--- src/rtl/clk_en_i2c_pkg.sv ---
package clk_en_i2c_pkg;
  localparam int NUM_OUT = 13;
  localparam int NUM_REG = 3;
  localparam int IDX_W   = 8;

  typedef enum logic [2:0] {
    S_IDLE,
    S_RX,
    S_ACK,
    S_TX,
    S_MACK
  } eng_state_t;

  // Implemented bits of each register; a reserved bit is 0 in its mask.
  function automatic logic [7:0] reg_mask(input int idx);
    case (idx)
      0:       reg_mask = 8'hCF;
      1:       reg_mask = 8'h3F;
      2:       reg_mask = 8'h01;
      default: reg_mask = 8'h00;
    endcase
  endfunction
endpackage

--- src/rtl/clk_en_line_sync.sv ---
module clk_en_line_sync #(
  parameter int STAGES = 2
) (
  input  logic clk,
  input  logic rst_n,
  input  logic scl_i,
  input  logic sda_i,
  output logic scl_s,
  output logic sda_s,
  output logic scl_rise,
  output logic scl_fall,
  output logic start_det,
  output logic stop_det
);
  logic [STAGES-1:0] scl_ff, sda_ff;
  logic scl_q, sda_q;

  always_ff @(posedge clk or negedge rst_n) begin
    if (!rst_n) begin
      scl_ff <= '1;
      sda_ff <= '1;
      scl_q  <= 1'b1;
      sda_q  <= 1'b1;
    end else begin
      scl_ff <= {scl_ff[STAGES-2:0], scl_i};
      sda_ff <= {sda_ff[STAGES-2:0], sda_i};
      scl_q  <= scl_ff[STAGES-1];
      sda_q  <= sda_ff[STAGES-1];
    end
  end

  assign scl_s     = scl_ff[STAGES-1];
  assign sda_s     = sda_ff[STAGES-1];
  assign scl_rise  = scl_s & ~scl_q;
  assign scl_fall  = ~scl_s & scl_q;
  assign start_det = scl_s & scl_q & sda_q & ~sda_s;
  assign stop_det  = scl_s & scl_q & ~sda_q & sda_s;
endmodule

--- src/rtl/clk_en_regbank.sv ---
module clk_en_regbank
  import clk_en_i2c_pkg::*;
(
  input  logic               clk,
  input  logic               rst_n,
  input  logic               wr_en,
  input  logic [IDX_W-1:0]   wr_addr,
  input  logic [7:0]         wr_data,
  input  logic [IDX_W-1:0]   rd_addr,
  output logic [7:0]         rd_data,
  output logic [NUM_OUT-1:0] en_vec
);
  logic [7:0] regs [NUM_REG];
  logic [NUM_REG*8-1:0] flat;

  for (genvar g = 0; g < NUM_REG; g++) begin : g_reg
    always_ff @(posedge clk or negedge rst_n) begin
      if (!rst_n)
        regs[g] <= reg_mask(g);
      else if (wr_en && wr_addr == IDX_W'(g))
        regs[g] <= wr_data & reg_mask(g);
    end
    assign flat[g*8 +: 8] = regs[g];
  end

  always_comb begin
    rd_data = 8'hFF;
    for (int i = 0; i < NUM_REG; i++)
      if (rd_addr == IDX_W'(i)) rd_data = regs[i];
  end

  assign en_vec = {flat[16], flat[13:8], flat[7:6], flat[3:0]};

  a_r7_hold_without_write: assert property (@(posedge clk) disable iff (!rst_n)
    !wr_en |=> $stable(flat));
  a_r8_past_end_discard: assert property (@(posedge clk) disable iff (!rst_n)
    (wr_en && wr_addr >= IDX_W'(NUM_REG)) |=> $stable(flat));
endmodule

--- src/rtl/clk_en_i2c_engine.sv ---
module clk_en_i2c_engine
  import clk_en_i2c_pkg::*;
#(
  parameter logic [6:0] SLV_ADDR = 7'h69
) (
  input  logic             clk,
  input  logic             rst_n,
  input  logic             scl_s,
  input  logic             sda_s,
  input  logic             scl_rise,
  input  logic             scl_fall,
  input  logic             start_det,
  input  logic             stop_det,
  output logic             sda_oe,
  output logic             wr_en,
  output logic [IDX_W-1:0] wr_addr,
  output logic [7:0]       wr_data,
  output logic [IDX_W-1:0] rd_addr,
  input  logic [7:0]       rd_data
);
  eng_state_t       st;
  logic [3:0]       bitcnt;
  logic [7:0]       sh;
  logic             addr_ph, rw;
  logic [IDX_W-1:0] idx;
  logic             byte_in;

  assign byte_in = (st == S_RX) && scl_fall && (bitcnt == 4'd8) && !start_det && !stop_det;
  assign wr_en   = byte_in && !addr_ph && (idx >= IDX_W'(2));
  assign wr_addr = idx - IDX_W'(2);
  assign wr_data = sh;
  assign rd_addr = idx;

  always_ff @(posedge clk or negedge rst_n) begin
    if (!rst_n) begin
      st <= S_IDLE; bitcnt <= '0; sh <= '0; addr_ph <= 1'b0;
      rw <= 1'b0; idx <= '0; sda_oe <= 1'b0;
    end else if (start_det) begin
      st <= S_RX; bitcnt <= '0; addr_ph <= 1'b1; rw <= 1'b0;
      idx <= '0; sda_oe <= 1'b0;
    end else if (stop_det) begin
      st <= S_IDLE; sda_oe <= 1'b0;
    end else begin
      case (st)
        S_RX: begin
          if (scl_rise && bitcnt != 4'd8) begin
            sh     <= {sh[6:0], sda_s};
            bitcnt <= bitcnt + 4'd1;
          end else if (byte_in) begin
            if (addr_ph) begin
              addr_ph <= 1'b0;
              if (sh[7:1] == SLV_ADDR) begin
                rw <= sh[0]; st <= S_ACK; sda_oe <= 1'b1;
              end else begin
                st <= S_IDLE;
              end
            end else begin
              if (idx != '1) idx <= idx + IDX_W'(1);
              st <= S_ACK; sda_oe <= 1'b1;
            end
          end
        end
        S_ACK: if (scl_fall) begin
          bitcnt <= '0;
          if (rw) begin
            sh <= rd_data; sda_oe <= ~rd_data[7]; st <= S_TX;
          end else begin
            sda_oe <= 1'b0; st <= S_RX;
          end
        end
        S_TX: if (scl_fall) begin
          if (bitcnt == 4'd7) begin
            sda_oe <= 1'b0; st <= S_MACK;
            if (idx != '1) idx <= idx + IDX_W'(1);
          end else begin
            sh <= {sh[6:0], 1'b0}; sda_oe <= ~sh[6]; bitcnt <= bitcnt + 4'd1;
          end
        end
        S_MACK: begin
          if (scl_rise && sda_s) st <= S_IDLE;
          else if (scl_fall) begin
            sh <= rd_data; sda_oe <= ~rd_data[7]; bitcnt <= '0; st <= S_TX;
          end
        end
        default: st <= S_IDLE;
      endcase
    end
  end

  a_r2_release_on_stop: assert property (@(posedge clk) disable iff (!rst_n)
    stop_det |=> !sda_oe);
  a_r3_no_ack_on_mismatch: assert property (@(posedge clk) disable iff (!rst_n)
    (byte_in && addr_ph && sh[7:1] != SLV_ADDR) |=> !sda_oe);
  a_r9_drive_only_scl_low: assert property (@(posedge clk) disable iff (!rst_n)
    $rose(sda_oe) |-> !scl_s);
  a_r9_hold_while_scl_high: assert property (@(posedge clk) disable iff (!rst_n)
    (st == S_TX && scl_s && !start_det && !stop_det) |=> $stable(sda_oe));
  a_r10_release_after_nack: assert property (@(posedge clk) disable iff (!rst_n)
    (st == S_MACK && scl_rise && sda_s) |=> !sda_oe);
endmodule

--- src/rtl/clk_en_i2c_ctrl.sv ---
module clk_en_i2c_ctrl
  import clk_en_i2c_pkg::*;
#(
  parameter logic [6:0] SLV_ADDR    = 7'h69,
  parameter int         SYNC_STAGES = 2
) (
  input  logic               clk,
  input  logic               rst_n,
  input  logic               scl_i,
  input  logic               sda_i,
  output logic               sda_oe,
  output logic [NUM_OUT-1:0] clk_en
);
  logic scl_s, sda_s, scl_rise, scl_fall, start_det, stop_det;
  logic wr_en;
  logic [IDX_W-1:0] wr_addr, rd_addr;
  logic [7:0] wr_data, rd_data;

  clk_en_line_sync #(.STAGES(SYNC_STAGES)) u_sync (
    .clk(clk), .rst_n(rst_n), .scl_i(scl_i), .sda_i(sda_i),
    .scl_s(scl_s), .sda_s(sda_s), .scl_rise(scl_rise), .scl_fall(scl_fall),
    .start_det(start_det), .stop_det(stop_det)
  );

  clk_en_i2c_engine #(.SLV_ADDR(SLV_ADDR)) u_engine (
    .clk(clk), .rst_n(rst_n), .scl_s(scl_s), .sda_s(sda_s),
    .scl_rise(scl_rise), .scl_fall(scl_fall),
    .start_det(start_det), .stop_det(stop_det), .sda_oe(sda_oe),
    .wr_en(wr_en), .wr_addr(wr_addr), .wr_data(wr_data),
    .rd_addr(rd_addr), .rd_data(rd_data)
  );

  clk_en_regbank u_regs (
    .clk(clk), .rst_n(rst_n), .wr_en(wr_en), .wr_addr(wr_addr),
    .wr_data(wr_data), .rd_addr(rd_addr), .rd_data(rd_data), .en_vec(clk_en)
  );

  a_r5_enables_move_only_on_write: assert property (@(posedge clk) disable iff (!rst_n)
    !wr_en |=> $stable(clk_en));
endmodule

--- config.mk ---
export PLATFORM = sky130hd
export DESIGN_NAME = clk_en_i2c_ctrl
export DESIGN_NICKNAME = d
export VERILOG_FILES = /design/src/rtl/clk_en_i2c_pkg.sv /design/src/rtl/clk_en_line_sync.sv /design/src/rtl/clk_en_regbank.sv /design/src/rtl/clk_en_i2c_engine.sv /design/src/rtl/clk_en_i2c_ctrl.sv
export SDC_FILE = /design/constraint.sdc
export NUM_CORES = 1
export LEC_CHECK = 0
export ABC_CLOCK_PERIOD_IN_PS = 3900
export BUFFER_PORTS_ARGS = -buffer_cell sky130_fd_sc_hd__buf_2
export CAP_MARGIN = 20
export CELL_PAD_IN_SITES_DETAIL_PLACEMENT = 1
export CELL_PAD_IN_SITES_GLOBAL_PLACEMENT = 1
export CORE_MARGIN = 4
export CORE_UTILIZATION = 40
export DETAILED_ROUTE_END_ITERATION = 8
export GPL_TIMING_DRIVEN = 0
export HOLD_SLACK_MARGIN = 0.15
export PLACE_DENSITY_LB_ADDON = 0.2
export SLEW_MARGIN = 0
export SYNTH_ARGS = -nofsm -noshare
export SYNTH_HDL_FRONTEND = slang
export SYNTH_SLANG_ARGS = --single-unit
--- constraint.sdc ---
create_clock -name clk -period 3.9 [get_ports clk]
set_input_delay 0.195 -clock clk [delete_from_list [all_inputs] [get_ports clk]]
set_output_delay 0.195 -clock clk [all_outputs]
set_load 0.05 [all_outputs]
* Yosys cells after proc, flatten, opt, wreduce, memory -nomap -nowiden
Index checks and enable logic that the tools add are counted.
Cells by class: add/subtract/negate cells 3, reduce and logical (&&, ||, !) cells 31, shift operators 0, multiplexer cells 66, magnitude comparators 1, bitwise logic cells 15, multiply operators 0, eq/ne operators 39, divide/modulo/power cells 0
Operator list (number):
- $mux W8 | 18
- $pmux W8 S4 | 1
- $mux W4 | 7
- $mux W3 | 9
- $mux W1 | 24
- $ne A4 B1 Y1 const B | 5
- $reduce_and A6 Y1 | 3
- $eq A8 B1 Y1 const B | 2
- $eq A8 B2 Y1 const B | 2
- $logic_not A8 Y1 | 2
- $pmux W4 S4 | 1
- $pmux W8 S2 | 1
- $ne A3 B2 Y1 const B | 5
- $ne A2 B1 Y1 const B | 6
- $pmux W3 S4 | 1
- $logic_and A1 B1 Y1 | 11
- $reduce_and A10 Y1 | 1
- $ne A3 B1 Y1 const B | 3
- $add A8 B1 Y8 const B | 1
- $ge A8 B2 Y1 const B | 1
- $ne A4 B2 Y1 const B | 2
- $ne A8 B8 Y1 const B | 1
- $not A1 Y1 | 8
- $reduce_and A8 Y1 | 1
- 23 further kinds | 39
Word-level totals: output and inout port bits 14, flip-flop bits (word level) 45, latch bits 0, input bits 4, memories kept 0, logic and storage cells 169, memory bits (writable) 0, bits in read-only memories 0

* Longest topological paths before layout
depth in word-level cells 11, depth in mapped cells 8, gate-level depth less buffers 7

* Cells and area by module
Synthesis repeated with hierarchy kept, for this count alone.
Unflattened totals: cell total of the unflattened synthesis 273, area, all modules 2766.4 sq um
Modules (own cells, without submodules):
- clk_en_i2c_engine | seq. area each 650.6 sq um, area an instance 1859.3 sq um, cells an instance 201, times used 1
- clk_en_regbank | seq. area each 341.6 sq um, area an instance 716.9 sq um, cells an instance 62, times used 1
- clk_en_line_sync | seq. area each 157.7 sq um, area an instance 190.2 sq um, cells an instance 10, times used 1

* Worst setup path after synthesis
OpenSTA, ideal clock, no wires.
kind register -> register, start point reg u_sync.sda_ff[1], end point reg u_engine.bitcnt[0], cell stages (with the launch flop) 8, path buffers 2, data arrival time 1863 ps, required time 3772 ps, library setup time 128 ps, setup slack 1909 ps, cells stage by stage dfstp_2 > clkbuf_1 > and4b_1 > buf_2 > nor2_1 > o211a_1 > or3_1 > mux2_1
On the way: longest elaborated chain between the ends 4, elaborated cells between the ends (all ways) 12
RTL lines:
- start, declared | line clk_en_line_sync.sv:15 | logic [STAGES-1:0] scl_ff, sda_ff;
- start signal, assigned | line clk_en_line_sync.sv:26 | sda_ff <= {sda_ff[STAGES-2:0], sda_i};
- $not A1 Y1 | line clk_en_line_sync.sv:36 | assign start_det = scl_s & scl_q & sda_q & ~sda_s;
- $and A1 B1 Y1 | line clk_en_line_sync.sv:36
- $ne A3 B2 Y1 (no source line), or another cell as far along
- $reduce_and A6 Y1 (no source line)
- end signal, assigned | line clk_en_i2c_engine.sv:48 | bitcnt <= bitcnt + 4'd1;
- end signal, assigned | line clk_en_i2c_engine.sv:76 | sh <= {sh[6:0], 1'b0}; sda_oe <= ~sh[6]; bitcnt <= bitcnt + 4'd1;
- end, declared | line clk_en_i2c_engine.sv:22 | logic [3:0] bitcnt;
Several ways; a longest one is shown, not always the timed one. A chain may end at the register's enable or synchronous reset.

* Worst setup path after layout
start point reg u_engine.idx[5], in the netlist u_engine.rd_addr[5], end point reg u_regs.regs (netlist bit u_regs.en_vec[5])
On the way: longest elaborated chain between the ends 3, elaborated cells between the ends (all ways) 5
RTL lines:
- start, declared | line clk_en_i2c_engine.sv:25 | logic [IDX_W-1:0] idx;
- start signal, assigned | line clk_en_i2c_engine.sv:58 | if (idx != '1) idx <= idx + IDX_W'(1);
- start signal, assigned | line clk_en_i2c_engine.sv:74 | if (idx != '1) idx <= idx + IDX_W'(1);
- $sub A8 B2 Y8 or $ge A8 B2 Y1 (tied branches) | line clk_en_i2c_engine.sv:30, clk_en_i2c_engine.sv:29
- $logic_not A8 Y1 or $logic_and A1 B1 Y1 (tied branches) | line clk_en_regbank.sv:20, clk_en_i2c_engine.sv:29
- $logic_and A1 B1 Y1 (*) | line clk_en_regbank.sv:20 | else if (wr_en && wr_addr == IDX_W'(g))
- end signal, assigned by index | line clk_en_regbank.sv:19 | regs[g] <= reg_mask(g);
- end signal, assigned by index | line clk_en_regbank.sv:21 | regs[g] <= wr_data & reg_mask(g);
- end, declared | line clk_en_regbank.sv:13 | logic [7:0] regs [NUM_REG];
Mark *: on every way between the ends. The rest lies on a longest branch, timed or not.

==> summary.md <==
| Metric | Value |
|---|---|
| RSZ-0062 raised after global routing | no |
| Clock buffer depth | 2 |
| Compound-Gate Fraction of Synth Area | 17.0% |
| Drt first pass iters | 4 |
| Slew HR | 40.8% |
| Critical Path End | u_regs.en_vec[5] |
| Mean post-synth cell area | 9.73 µm² |
| Crit Path Category | reg -> reg |
| Grt total ovfl | 0 |
| Largest family of logic cells by synthesized area | simple AND/OR/NAND/NOR gates |
| Largest net degree at the start of global routing | 46 |
| CTS Buf Count | 5 |
| Status | finished, final reports clean |
| Post-DP HPWL | 5000 µm |
| Placed Area | 0.00291 mm² |
| Setup crit end kind | flip-flop |
| CTS tree | built |
| Reg2reg start | u_engine.rd_addr[5] |
| Critical Path RT | 4.13 ns |
| Core ar. | 0.00649 mm² |
| Post-DR vias/cell | 5.83 |
| Netlist Area Pre-Place | 0.00273 mm² |
| CP Max Fanout | 7 |
| Post-Syn Instances | 280 |
| Synth cell types | 52 |
| Top_reg_cell synth | dfrtp_1 |
| Final period util | 61.4% |
| Reg2Reg Setup Slack | 1.51 ns |
| Root buf cell | clkbuf_8 |
| Achievable clock frequency | 418 MHz |
| Final non-filler cell total | 386 |
| Synth top cells by count | 26 x dfrtp_1, 20 x a21oi_1, 19 x dfstp_2, 19 x nand2_1, 17 x nor2_1 |
| Routed WL per cell | 18.0 µm |
| Clock insertion delay at the later pin of the skew report | 0.31 ns |
| Post-synthesis sequential area ratio | 42.2% |
| VDD IR max | 0.264 mV |
| Initial Utilization | 42.0% |
| # diodes | 0 |
| R2r endpoint | u_regs.en_vec[5] |
| Number of top-level pins | 18 |
| Die footprint | 0.00820 mm² |
| Initial antenna violation count | 0 |
| # DRC | 0 |
| Worst R2R Path Depth | 5 |
| 1st-iter DRT viols | 133 |
| Post-synthesis xor/xnor area fraction | 1.29% |
| Vias | 2252 |
| Post-Synth Simple-Gate Area | 21.3% |
| Crit path DAT | 2.63 ns |
| Number of synthesized flops with an enable pin | 0 |
| Post-synthesis mux area share | 10.4% |
| Top-count cell post-synth | dfrtp_1 |
| Synthesized-area fraction occupied by adder cells | 3.67% |
| Power Density | 539 mW/mm² |
| Setup violators final | 0 |
| Actual slew at the worst max-slew pin | 0.881 ns |
| Final wirelength | 6930 µm |
| Synth Register Bits | 45 |
| GPL Wtd Cong | 0.814 |
| Nets | 320 |
| Syn_nets | 292 |
| Synth area leaders | dfrtp_1 24%, dfstp_2 18%, mux2_2 5.8% |
| Final Cell Area | 0.00305 mm² |
| Vias in the first global route | 2288 |
| Hold Vio Cnt, Final | 0 |
| First-pass GRT wire length | 12000 µm |
| Depth of the CTS H-tree | 2 |
| Fillers | 744 |
| Sum Neg Setup Slack | 0 ns |
| Total track usage | 18.0% |
| Ys Warns | 0 |
| Leakage | 1.28 nW |
| Row count | 29 |
| Placed cell count | 374 |
| Max Slew Vio Count | 0 |
| Critical path startpoint category | flip-flop |
| Largest area contributor in the netlist | dfrtp_1 |
| Min Tclk post-route | 2.39 ns |
| Max cap viols | 0 |
| Source of the critical timing path | u_engine.rd_addr[5] |
| Worst-path clk slew | 0.10 ns |
| Port Buf Inserts | 17 |
| Max Clock Skew | 0.00949 ns |
| Top cell type's share of synthesized area | 23.9% |
| Share of cells above drive strength 1 | 23.9% |
| Routed Antenna Nets | 0 |
| Ys async rst share | 100% |
| HP Class | in -> async |
| Die Span Y | 90.5 µm |
| Clock sinks | 45 |
| Area delta synth->final | 11.8% |
| Die W | 90.5 µm |
==> critical path, cell delays in order, from the launching register on <==
cell and delay (ns):
dfrtp_1 0.42, nor3_1 0.74, and4b_1 0.30, and3_1 0.20, nand2_1 0.26, mux2_1 0.40
==> kinds of logic after synthesis <==
logic type	Yosys count
flip-flops	45
XOR/XNOR	4
AND/OR/NAND/NOR	103
adder cells (fa/ha/maj)	8
multiplexers	26
AO/OA/AOI/OAI	66
buffers and inverters	28
==> what timing repair did <==
action	in CTS	in global routing
hold buffers	3	0
buffers inserted	0	0
endpoints found under the hold margin	28	0
resized for setup	0	0
==> report_power, final <==
| group | internal [W] | leakage, nW | total (W) | switching [W] |
|---|---|---|---|---|
| registers | 0.000553 | 0.538 | 0.000651 | 0.0000980 |
| clock network | 0.000128 | 0.0445 | 0.000312 | 0.000184 |
| logic | 0.000287 | 0.701 | 0.000681 | 0.000394 |
==> flip-flops by register name (all words and copies together) (netlist names), 2 cells and up <==
register          cells
u_regs.en_vec        13
u_sync.sda_ff         2
u_engine.wr_data      8
u_engine.rd_addr      8
u_engine.bitcnt       4
u_engine.st           3
u_sync.scl_ff         2
==> layer usage <==
layer  global-route usage [%]  vias to the layer above  routed length [µm]
met1                     24.7                     1136                3370
met2                     29.2                       26                3310
li1                         -                     1085                   -
met5                        0                        -                   0
met4                     4.72                        0                  70
met3                     3.17                        5                 181
==> layout by cell type, fill, tap and decap left out, types with 8 or more instances in the layout <==
cell type / instances
inv_1: 16
nor2_1: 17
o21ai_0: 15
dfstp_2: 19
nand2_1: 19
nand3_1: 16
nor2b_1: 10
a21oi_1: 20
mux2_2: 14
ha_1: 8
clkbuf_1: 8
dfrtp_1: 26
buf_2: 20
==> worst min path at each step <==
| stage | from | end | slack, ns | cells past startpoint |
|---|---|---|---|---|
| floorplan | rst_n | u_engine.addr_ph | -0.10 | 0 |
| global route | u_sync.scl_ff[0] | u_sync.scl_ff[1] | 0.37 | 0 |
| detailed placement | sda_i | u_sync.sda_ff[0] | 0.30 | 1 |
| CTS | u_sync.sda_ff[0] | u_sync.sda_ff[1] | 0.36 | 0 |
| global placement | scl_i | u_sync.scl_ff[0] | 0.30 | 1 |
| finish | rst_n | u_engine.st[0] | 0.35 | 2 |
==> final cells by class <==
cell class	instances	area, µm²	share of cell area [%]
flip-flops and latches	45	1150	37.7
inverters	16	60.1	1.97
well taps	77	96.3	3.16
repair buffers	21	135	4.44
clock inverters	3	21.3	0.698
plain buffers	12	52.6	1.72
multi-input cells	207	1460	48.0
clock buffers	5	68.8	2.26
==> per-stage QoR <==
| stage | worst slack (ns) | power, W | hold WS (ns) | utilization [%] |
|---|---|---|---|---|
| floorplan | 1.91 | 0.00115 | -0.101 | - |
| global placement | 1.55 | 0.00132 | 0.301 | 44.8 |
| detailed placement | 1.53 | 0.00133 | 0.302 | 44.8 |
| CTS | 1.51 | 0.00165 | 0.361 | 46.6 |
| global route | 1.35 | 0.00179 | 0.371 | 46.9 |
| finish | 1.51 | 0.00164 | 0.353 | 46.9 |
Power figures use the tool's default switching activity.
